File: config.mk
export PLATFORM = sky130hd
export DESIGN_NAME = seg_splitter
export DESIGN_NICKNAME = d
export VERILOG_FILES = /design/src/rtl/seg_split_pkg.sv /design/src/rtl/seg_store.sv /design/src/rtl/piece_split.sv /design/src/rtl/seg_splitter.sv
export SDC_FILE = /design/constraint.sdc
export NUM_CORES = 1
export LEC_CHECK = 0
export BUFFER_PORTS_ARGS = -buffer_cell sky130_fd_sc_hd__buf_4
export CAP_MARGIN = 10
export CORE_ASPECT_RATIO = 0.9
export CORE_MARGIN = 3
export CORE_UTILIZATION = 50
export CTS_BUF_LIST = sky130_fd_sc_hd__clkbuf_8
export CTS_CLUSTER_SIZE = 30
export DETAILED_ROUTE_END_ITERATION = 8
export MAX_ROUTING_LAYER = met4
export PLACE_DENSITY = 0.73
export SLEW_MARGIN = 20
export SYNTH_ARGS = -nofsm -noshare
export SYNTH_HDL_FRONTEND = slang
export SYNTH_HIERARCHICAL = 1
export SYNTH_SLANG_ARGS = --single-unit
File: constraint.sdc
create_clock -name clk -period 11.8 [get_ports clk]
set_input_delay 0.59 -clock clk [delete_from_list [all_inputs] [get_ports clk]]
set_output_delay 0.59 -clock clk [all_outputs]
set_load 0.05 [all_outputs]
File: src/rtl/seg_split_pkg.sv
package seg_split_pkg;

    typedef enum logic [1:0] {
        ST_IDLE    = 2'd0,
        ST_COLLECT = 2'd1,
        ST_EMIT    = 2'd2
    } split_state_e;

    typedef enum logic [1:0] {
        PH_LEAD  = 2'd0,
        PH_ALIGN = 2'd1,
        PH_REST  = 2'd2
    } piece_phase_e;

endpackage

File: src/rtl/seg_store.sv
module seg_store #(
    parameter int ADDR_W = 32,
    parameter int LEN_W  = 17,
    parameter int DEPTH  = 5,
    parameter int IDX_W  = 3
) (
    input  logic              clk,
    input  logic              rst_n,
    input  logic              wr_en,
    input  logic [IDX_W-1:0]  wr_idx,
    input  logic [ADDR_W-1:0] wr_addr,
    input  logic [LEN_W-1:0]  wr_len,
    input  logic [IDX_W-1:0]  rd_idx,
    output logic [ADDR_W-1:0] rd_addr,
    output logic [LEN_W-1:0]  rd_len
);

    logic [ADDR_W-1:0] addr_q [DEPTH];
    logic [LEN_W-1:0]  len_q  [DEPTH];

    for (genvar g = 0; g < DEPTH; g++) begin : g_entry
        always_ff @(posedge clk or negedge rst_n) begin
            if (!rst_n) begin
                addr_q[g] <= '0;
                len_q[g]  <= '0;
            end else if (wr_en && (wr_idx == IDX_W'(g))) begin
                addr_q[g] <= wr_addr;
                len_q[g]  <= wr_len;
            end
        end
    end

    always_comb begin
        rd_addr = '0;
        rd_len  = '0;
        for (int i = 0; i < DEPTH; i++) begin
            if (rd_idx == IDX_W'(i)) begin
                rd_addr = addr_q[i];
                rd_len  = len_q[i];
            end
        end
    end

endmodule

File: src/rtl/piece_split.sv
module piece_split #(
    parameter int ADDR_W = 32,
    parameter int LEN_W  = 17,
    parameter int ALIGN  = 32
) (
    input  logic [ADDR_W-1:0] seg_addr,
    input  logic [LEN_W-1:0]  seg_len,
    output logic [ADDR_W-1:0] lead_addr,
    output logic [LEN_W-1:0]  lead_len,
    output logic [ADDR_W-1:0] align_addr,
    output logic [LEN_W-1:0]  align_len,
    output logic [ADDR_W-1:0] rest_addr,
    output logic [LEN_W-1:0]  rest_len
);

    localparam int OFS_W = $clog2(ALIGN);
    localparam logic [LEN_W-1:0] ALIGN_L = LEN_W'(ALIGN);

    logic [OFS_W-1:0] ofs;
    logic [LEN_W-1:0] gap;
    logic [LEN_W-1:0] after_lead;

    always_comb begin
        ofs        = seg_addr[OFS_W-1:0];
        gap        = (ofs == '0) ? '0 : (ALIGN_L - {{(LEN_W-OFS_W){1'b0}}, ofs});
        lead_len   = (seg_len < gap) ? seg_len : gap;
        after_lead = seg_len - lead_len;
        align_len  = {after_lead[LEN_W-1:OFS_W], {OFS_W{1'b0}}};
        rest_len   = after_lead - align_len;
        lead_addr  = seg_addr;
        align_addr = seg_addr + ADDR_W'(lead_len);
        rest_addr  = align_addr + ADDR_W'(align_len);
    end

endmodule

File: src/rtl/seg_splitter.sv
module seg_splitter
    import seg_split_pkg::*;
#(
    parameter int ADDR_W   = 32,
    parameter int LEN_W    = 17,
    parameter int MAX_SEG  = 5,
    parameter int ALIGN    = 32,
    parameter int FIFO_MAX = 64,
    parameter int CNT_W    = $clog2(MAX_SEG + 1)
) (
    input  logic              clk,
    input  logic              rst_n,
    input  logic              xfer_start,
    input  logic [LEN_W-1:0]  xfer_len,
    input  logic [CNT_W-1:0]  xfer_nseg,
    input  logic              seg_valid,
    output logic              seg_ready,
    input  logic [ADDR_W-1:0] seg_addr,
    input  logic [LEN_W-1:0]  seg_len,
    output logic              piece_valid,
    input  logic              piece_ready,
    output logic [ADDR_W-1:0] piece_addr,
    output logic [LEN_W-1:0]  piece_len,
    output logic              piece_bounce,
    output logic              piece_more,
    output logic              xfer_done,
    output logic              xfer_dma,
    output logic              xfer_err
);

    localparam int SUM_W = LEN_W + CNT_W;

    typedef struct packed {
        split_state_e       st;
        piece_phase_e       ph;
        logic [CNT_W-1:0]   nseg;
        logic [CNT_W-1:0]   idx;
        logic [LEN_W-1:0]   total;
        logic [SUM_W-1:0]   acc;
        logic               done;
        logic               dma;
        logic               err;
    } ctl_t;

    ctl_t ctl_d, ctl_q;

    logic              wr_en;
    logic [ADDR_W-1:0] cur_seg_addr;
    logic [LEN_W-1:0]  cur_seg_len;
    logic [ADDR_W-1:0] lead_addr, align_addr, rest_addr;
    logic [LEN_W-1:0]  lead_len, align_len, rest_len;
    logic [ADDR_W-1:0] cur_addr;
    logic [LEN_W-1:0]  cur_len;
    logic              cur_bounce;
    logic              cur_more;
    logic [SUM_W-1:0]  acc_next;
    logic              step;

    seg_store #(
        .ADDR_W (ADDR_W),
        .LEN_W  (LEN_W),
        .DEPTH  (MAX_SEG),
        .IDX_W  (CNT_W)
    ) i_store (
        .clk     (clk),
        .rst_n   (rst_n),
        .wr_en   (wr_en),
        .wr_idx  (ctl_q.idx),
        .wr_addr (seg_addr),
        .wr_len  (seg_len),
        .rd_idx  (ctl_q.idx),
        .rd_addr (cur_seg_addr),
        .rd_len  (cur_seg_len)
    );

    piece_split #(
        .ADDR_W (ADDR_W),
        .LEN_W  (LEN_W),
        .ALIGN  (ALIGN)
    ) i_split (
        .seg_addr   (cur_seg_addr),
        .seg_len    (cur_seg_len),
        .lead_addr  (lead_addr),
        .lead_len   (lead_len),
        .align_addr (align_addr),
        .align_len  (align_len),
        .rest_addr  (rest_addr),
        .rest_len   (rest_len)
    );

    // Piece under the cursor
    always_comb begin
        unique case (ctl_q.ph)
            PH_ALIGN: begin
                cur_addr   = align_addr;
                cur_len    = align_len;
                cur_bounce = 1'b0;
            end
            PH_REST: begin
                cur_addr   = rest_addr;
                cur_len    = rest_len;
                cur_bounce = 1'b1;
            end
            default: begin
                cur_addr   = lead_addr;
                cur_len    = lead_len;
                cur_bounce = 1'b1;
            end
        endcase
        cur_more = (ctl_q.acc + SUM_W'(cur_len)) != SUM_W'(ctl_q.total);
    end

    // Next-state computation
    always_comb begin
        ctl_d    = ctl_q;
        ctl_d.done = 1'b0;
        ctl_d.err  = 1'b0;
        wr_en    = 1'b0;
        acc_next = ctl_q.acc + SUM_W'(seg_len);
        step     = 1'b0;

        unique case (ctl_q.st)
            ST_IDLE: begin
                if (xfer_start) begin
                    if (xfer_len <= LEN_W'(FIFO_MAX)) begin
                        ctl_d.done = 1'b1;
                        ctl_d.dma  = 1'b0;
                    end else if (xfer_nseg == '0 || xfer_nseg > CNT_W'(MAX_SEG)) begin
                        ctl_d.done = 1'b1;
                        ctl_d.err  = 1'b1;
                        ctl_d.dma  = 1'b1;
                    end else begin
                        ctl_d.st    = ST_COLLECT;
                        ctl_d.nseg  = xfer_nseg;
                        ctl_d.total = xfer_len;
                        ctl_d.idx   = '0;
                        ctl_d.acc   = '0;
                        ctl_d.dma   = 1'b1;
                    end
                end
            end
            ST_COLLECT: begin
                if (seg_valid) begin
                    wr_en     = 1'b1;
                    ctl_d.acc = acc_next;
                    if (ctl_q.idx == ctl_q.nseg - CNT_W'(1)) begin
                        if (acc_next != SUM_W'(ctl_q.total)) begin
                            ctl_d.st   = ST_IDLE;
                            ctl_d.done = 1'b1;
                            ctl_d.err  = 1'b1;
                        end else begin
                            ctl_d.st  = ST_EMIT;
                            ctl_d.idx = '0;
                            ctl_d.ph  = PH_LEAD;
                            ctl_d.acc = '0;
                        end
                    end else begin
                        ctl_d.idx = ctl_q.idx + CNT_W'(1);
                    end
                end
            end
            ST_EMIT: begin
                step = (cur_len == '0) || piece_ready;
                if (step) begin
                    ctl_d.acc = ctl_q.acc + SUM_W'(cur_len);
                    if (cur_len != '0 && !cur_more) begin
                        ctl_d.st   = ST_IDLE;
                        ctl_d.done = 1'b1;
                    end else begin
                        unique case (ctl_q.ph)
                            PH_LEAD:  ctl_d.ph = PH_ALIGN;
                            PH_ALIGN: ctl_d.ph = PH_REST;
                            default: begin
                                ctl_d.ph = PH_LEAD;
                                if (ctl_q.idx == ctl_q.nseg - CNT_W'(1)) begin
                                    ctl_d.st = ST_IDLE;
                                end else begin
                                    ctl_d.idx = ctl_q.idx + CNT_W'(1);
                                end
                            end
                        endcase
                    end
                end
            end
            default: ctl_d.st = ST_IDLE;
        endcase
    end

    always_ff @(posedge clk or negedge rst_n) begin
        if (!rst_n) begin
            ctl_q <= '{st: ST_IDLE, ph: PH_LEAD, default: '0};
        end else begin
            ctl_q <= ctl_d;
        end
    end

    assign seg_ready    = (ctl_q.st == ST_COLLECT);
    assign piece_valid  = (ctl_q.st == ST_EMIT) && (cur_len != '0);
    assign piece_addr   = cur_addr;
    assign piece_len    = cur_len;
    assign piece_bounce = cur_bounce;
    assign piece_more   = cur_more;
    assign xfer_done    = ctl_q.done;
    assign xfer_dma     = ctl_q.dma;
    assign xfer_err     = ctl_q.err;

endmodule

==> impl_results.md <==
* Mux share of post-synthesis cell area at 0.1852
* DRT iter0 DRCs at 1387
* Clock transition at path regs at 0.06 ns
* Critical setup path kind: flop to output pin
* Synth Cell Area at 20600 sq um
* Minimum clock period at 10.68 ns
* Gpl congestion at 0.9683
* CP Capture Type: output pin
* Routed WL per cell at 21.77 um
* CTS tree: yes
* Vias in the first global route at 16545
* Relative slew slack at 0.2269
* H-tree depth at 2
* Post-synth EDFFs at 0
* Drt pass-1 iters at 5
* DR vias at 16306
* Clock root buffer: clkbuf_8
* Die area at 43680 sq um
* FF+latch count, synth at 295
* Max-slew violations at 0
* Final Hold Viols at 0
* FF-to-FF setup slack at 1.76 ns
* Synth Flop Type: dfrtp_1
* Crit path from: ctl_q[40]
* Core Box Area at 40060 sq um
* ANT nets after route at 0
* Crit path arrival time at 10.09 ns
* Final Non-Filler Cells at 2680
* Dpl hpwl at 41.62 mm
* Ys Warns at 6
* Residual DRC at 0
* R2r startpoint: ctl_q[40]
* Hold Buf Count CTS at 0
* First-pass GRT wire length at 92.75 mm
* DR WL met3 at 3.834 mm
* GRT Overall Usage at 0.2777
* Outcome: complete, no violations
* N_diodes at 0
* Top sig layer: met4
* Worst Max-Slew Pin Slew at 1.155 ns
* Total grt overflow at 0
* Total CTS buffers at 51
* Clock Latency Late Sink at 0.63 ns
* # rows at 69
* Post-synthesis sequential area ratio at 0.3583
* FILL cells at 3504
* # setup viols final at 0
* Crit path max fanout at 20
* Setup TNS at 0 ns
* Worst path most repeated cell: ha_1
* Cells after DPL at 2585
* Largest net degree at the start of global routing at 177
* Io pins at 130
* Maximum clock path buffer count at 3
* Slowest CP cell: dfrtp_4
* Die width at 220.0 um
* Buffers added on ports at 129
* Post-synth cell types at 101
* Gate Count Post-Synth at 2040
* Worst Skew at 0.02510 ns
* Starting Density at 0.5143
* Largest family of logic cells by synthesized area: multiplexers
* Achievable Freq at 93.63 MHz
* Simple-gate portion of the synthesized area at 0.1120
* Share of cells above drive strength 1 at 0.2346
* Clk sinks at 295
* Met2 routed wirelength at 26.73 mm
* Area Growth Syn to Fin at 10.36%
* NumNets Final at 2276
* Max capacitance violation total at 0
* Period utilization at 0.9052
* Die Ht at 198.6 um
* Vias per cell at 6.084
* Adder-cell area share of the yosys netlist at 0.05891
* XOR/XNOR Fraction of Synth Area at 0.06426
* Mean Syn Cell Area at 10.10 sq um
* Post-Route WL at 58.34 mm
* CP max stage delay at 0.63 ns
* Wire length on met1 at 25.56 mm
* Antenna violations before repair at 0
* Synth Area in Compound Gates at 0.1634
* Worst min path class: input pin to asynchronous set/reset pin
* RSZ-0062 raised after global routing: no
* Async SR Flop Fraction at 1.000
* Startpoint Class: flop
* Worst hold margin at 0.001338 ns
* WP data required at 11.21 ns
worst paths after layout:
check / depth (start not counted) / to
setup / recovery: 40 / piece_more
hold / removal: 1 / i_store/addr_q[48]
setup reg to reg: 41 / ctl_q[48]
hold reg to reg: 1 / i_store/len_q[83]
max in group asynchronous: 2 / i_store/len_q[32]
min in group clk: 2 / ctl_q[23]
per-layer routing:
layer	global-route usage	vias to the layer above
li1	-	7493
met1	0.3642	8134
met2	0.4334	566
met3	0.04766	113
met4	0.1054	0
met5	-	-
cell usage in the layout, fill, tap and decap left out, drive strengths merged, types with 8 or more instances in the layout:
cell,n
o22a,40
clkinv,12
and3,15
nand2b,12
o21ai,50
ha,89
xnor3,8
nor3,21
o211a,10
conb,39
nand3,28
inv,71
nand2,141
a21o,27
mux2,274
nor2b,12
o211ai,9
clkbuf,65
a21oi,127
buf,148
nand4,16
o22ai,11
mux2i,73
a22oi,58
and2,9
xor2,43
xnor2,77
a211oi,13
a31oi,9
nor2,163
nor4,16
dfrtp,295
a2bb2oi,40
repair_timing:
action	CTS	global route
gates resized for setup	0	7
setup buffers	0	1
setup endpoints to repair	0	1
logic make-up (layout without fill, tap and decap cells):
| logic type | after synthesis | count (layout) |
|---|---|---|
| buffers and inverters | 229 | 299 |
| AOI/OAI and AO/OA | 471 | 471 |
| muxes | 347 | 347 |
| and+or+nand+nor | 473 | 473 |
| DFF | 295 | 295 |
| adders and majority gates | 94 | 94 |
| other | 1 | 39 |
| xor gates and xnor gates | 130 | 130 |
synth_stat cells (6+ instances only):
library cell / count / area (sq um)
inv_1: 58 / 217.7
o21a_1: 6 / 45.04
a21o_1: 26 / 195.2
a31oi_1: 8 / 50.05
a311oi_1: 6 / 52.55
clkbuf_1: 44 / 165.2
buf_1: 13 / 48.80
nand3_1: 26 / 130.1
and2_1: 8 / 50.05
o211a_1: 10 / 100.1
a211oi_1: 10 / 75.07
o21ai_0: 43 / 215.2
xnor3_1: 8 / 180.2
a2bb2oi_1: 40 / 350.3
a221oi_1: 6 / 52.55
nor2_1: 163 / 611.8
ha_1: 89 / 1114
a21boi_0: 6 / 45.04
and3_1: 15 / 93.84
buf_4: 69 / 518.0
nand2b_1: 12 / 75.07
nand4_1: 14 / 87.58
a22o_1: 6 / 52.55
a21oi_1: 123 / 615.6
nand2_1: 141 / 529.3
xnor2_1: 75 / 656.9
buf_2: 42 / 210.2
dfrtp_1: 295 / 7382
nor2b_1: 11 / 68.82
mux2i_1: 73 / 730.7
mux2_1: 51 / 574.3
o21ai_1: 6 / 30.03
o211ai_1: 9 / 67.56
o22ai_1: 11 / 68.82
o31a_1: 6 / 52.55
mux2_2: 223 / 2511
nor4_1: 11 / 68.82
nor3_1: 20 / 100.1
or3_1: 7 / 43.79
xor2_1: 42 / 367.9
a22oi_1: 58 / 435.4
o22a_1: 40 / 350.3
state kept, by name (all words and copies together), names as in the netlist:
register,cells
xfer_err,1
i_store/len_q,85
ctl_q,47
xfer_done,1
i_store/addr_q,160
xfer_dma,1
stage by stage:
stage	setup WS [ns]	area, sq um	util
4_1_cts	0.6410	22660	0.5657
6_report	1.119	22730	0.5675
3_5_place_dp	1.343	21600	0.5393
5_1_grt	0.05807	22730	0.5675
2_1_floorplan	1.635	20740	-
3_3_place_gp	1.506	21600	0.5393
area by class of cell:
type                       instances  area (sq um)  area share
inverter                          58         217.7    0.009576
sequential                       295          7388      0.3250
multi-input combinational       1554         12250      0.5389
clock buffer                      65         894.6     0.03935
clock inverter                    28         162.7    0.007155
tap                              532         665.6     0.02928
timing repair buffer             148          1155     0.05080
worst max-delay path: cells and delay by family (launching register included):
family          cells  cell delay, ns
simple gates       15            3.01
buf+inv             5            0.87
flops               1            0.63
compound gates     14            3.03
mux                 1            0.34
fa+ha+maj           5            1.57
Power is left out: the tool's default activity adds up to more than one toggle a clock period on the data nets, which glitch-free logic cannot reach.
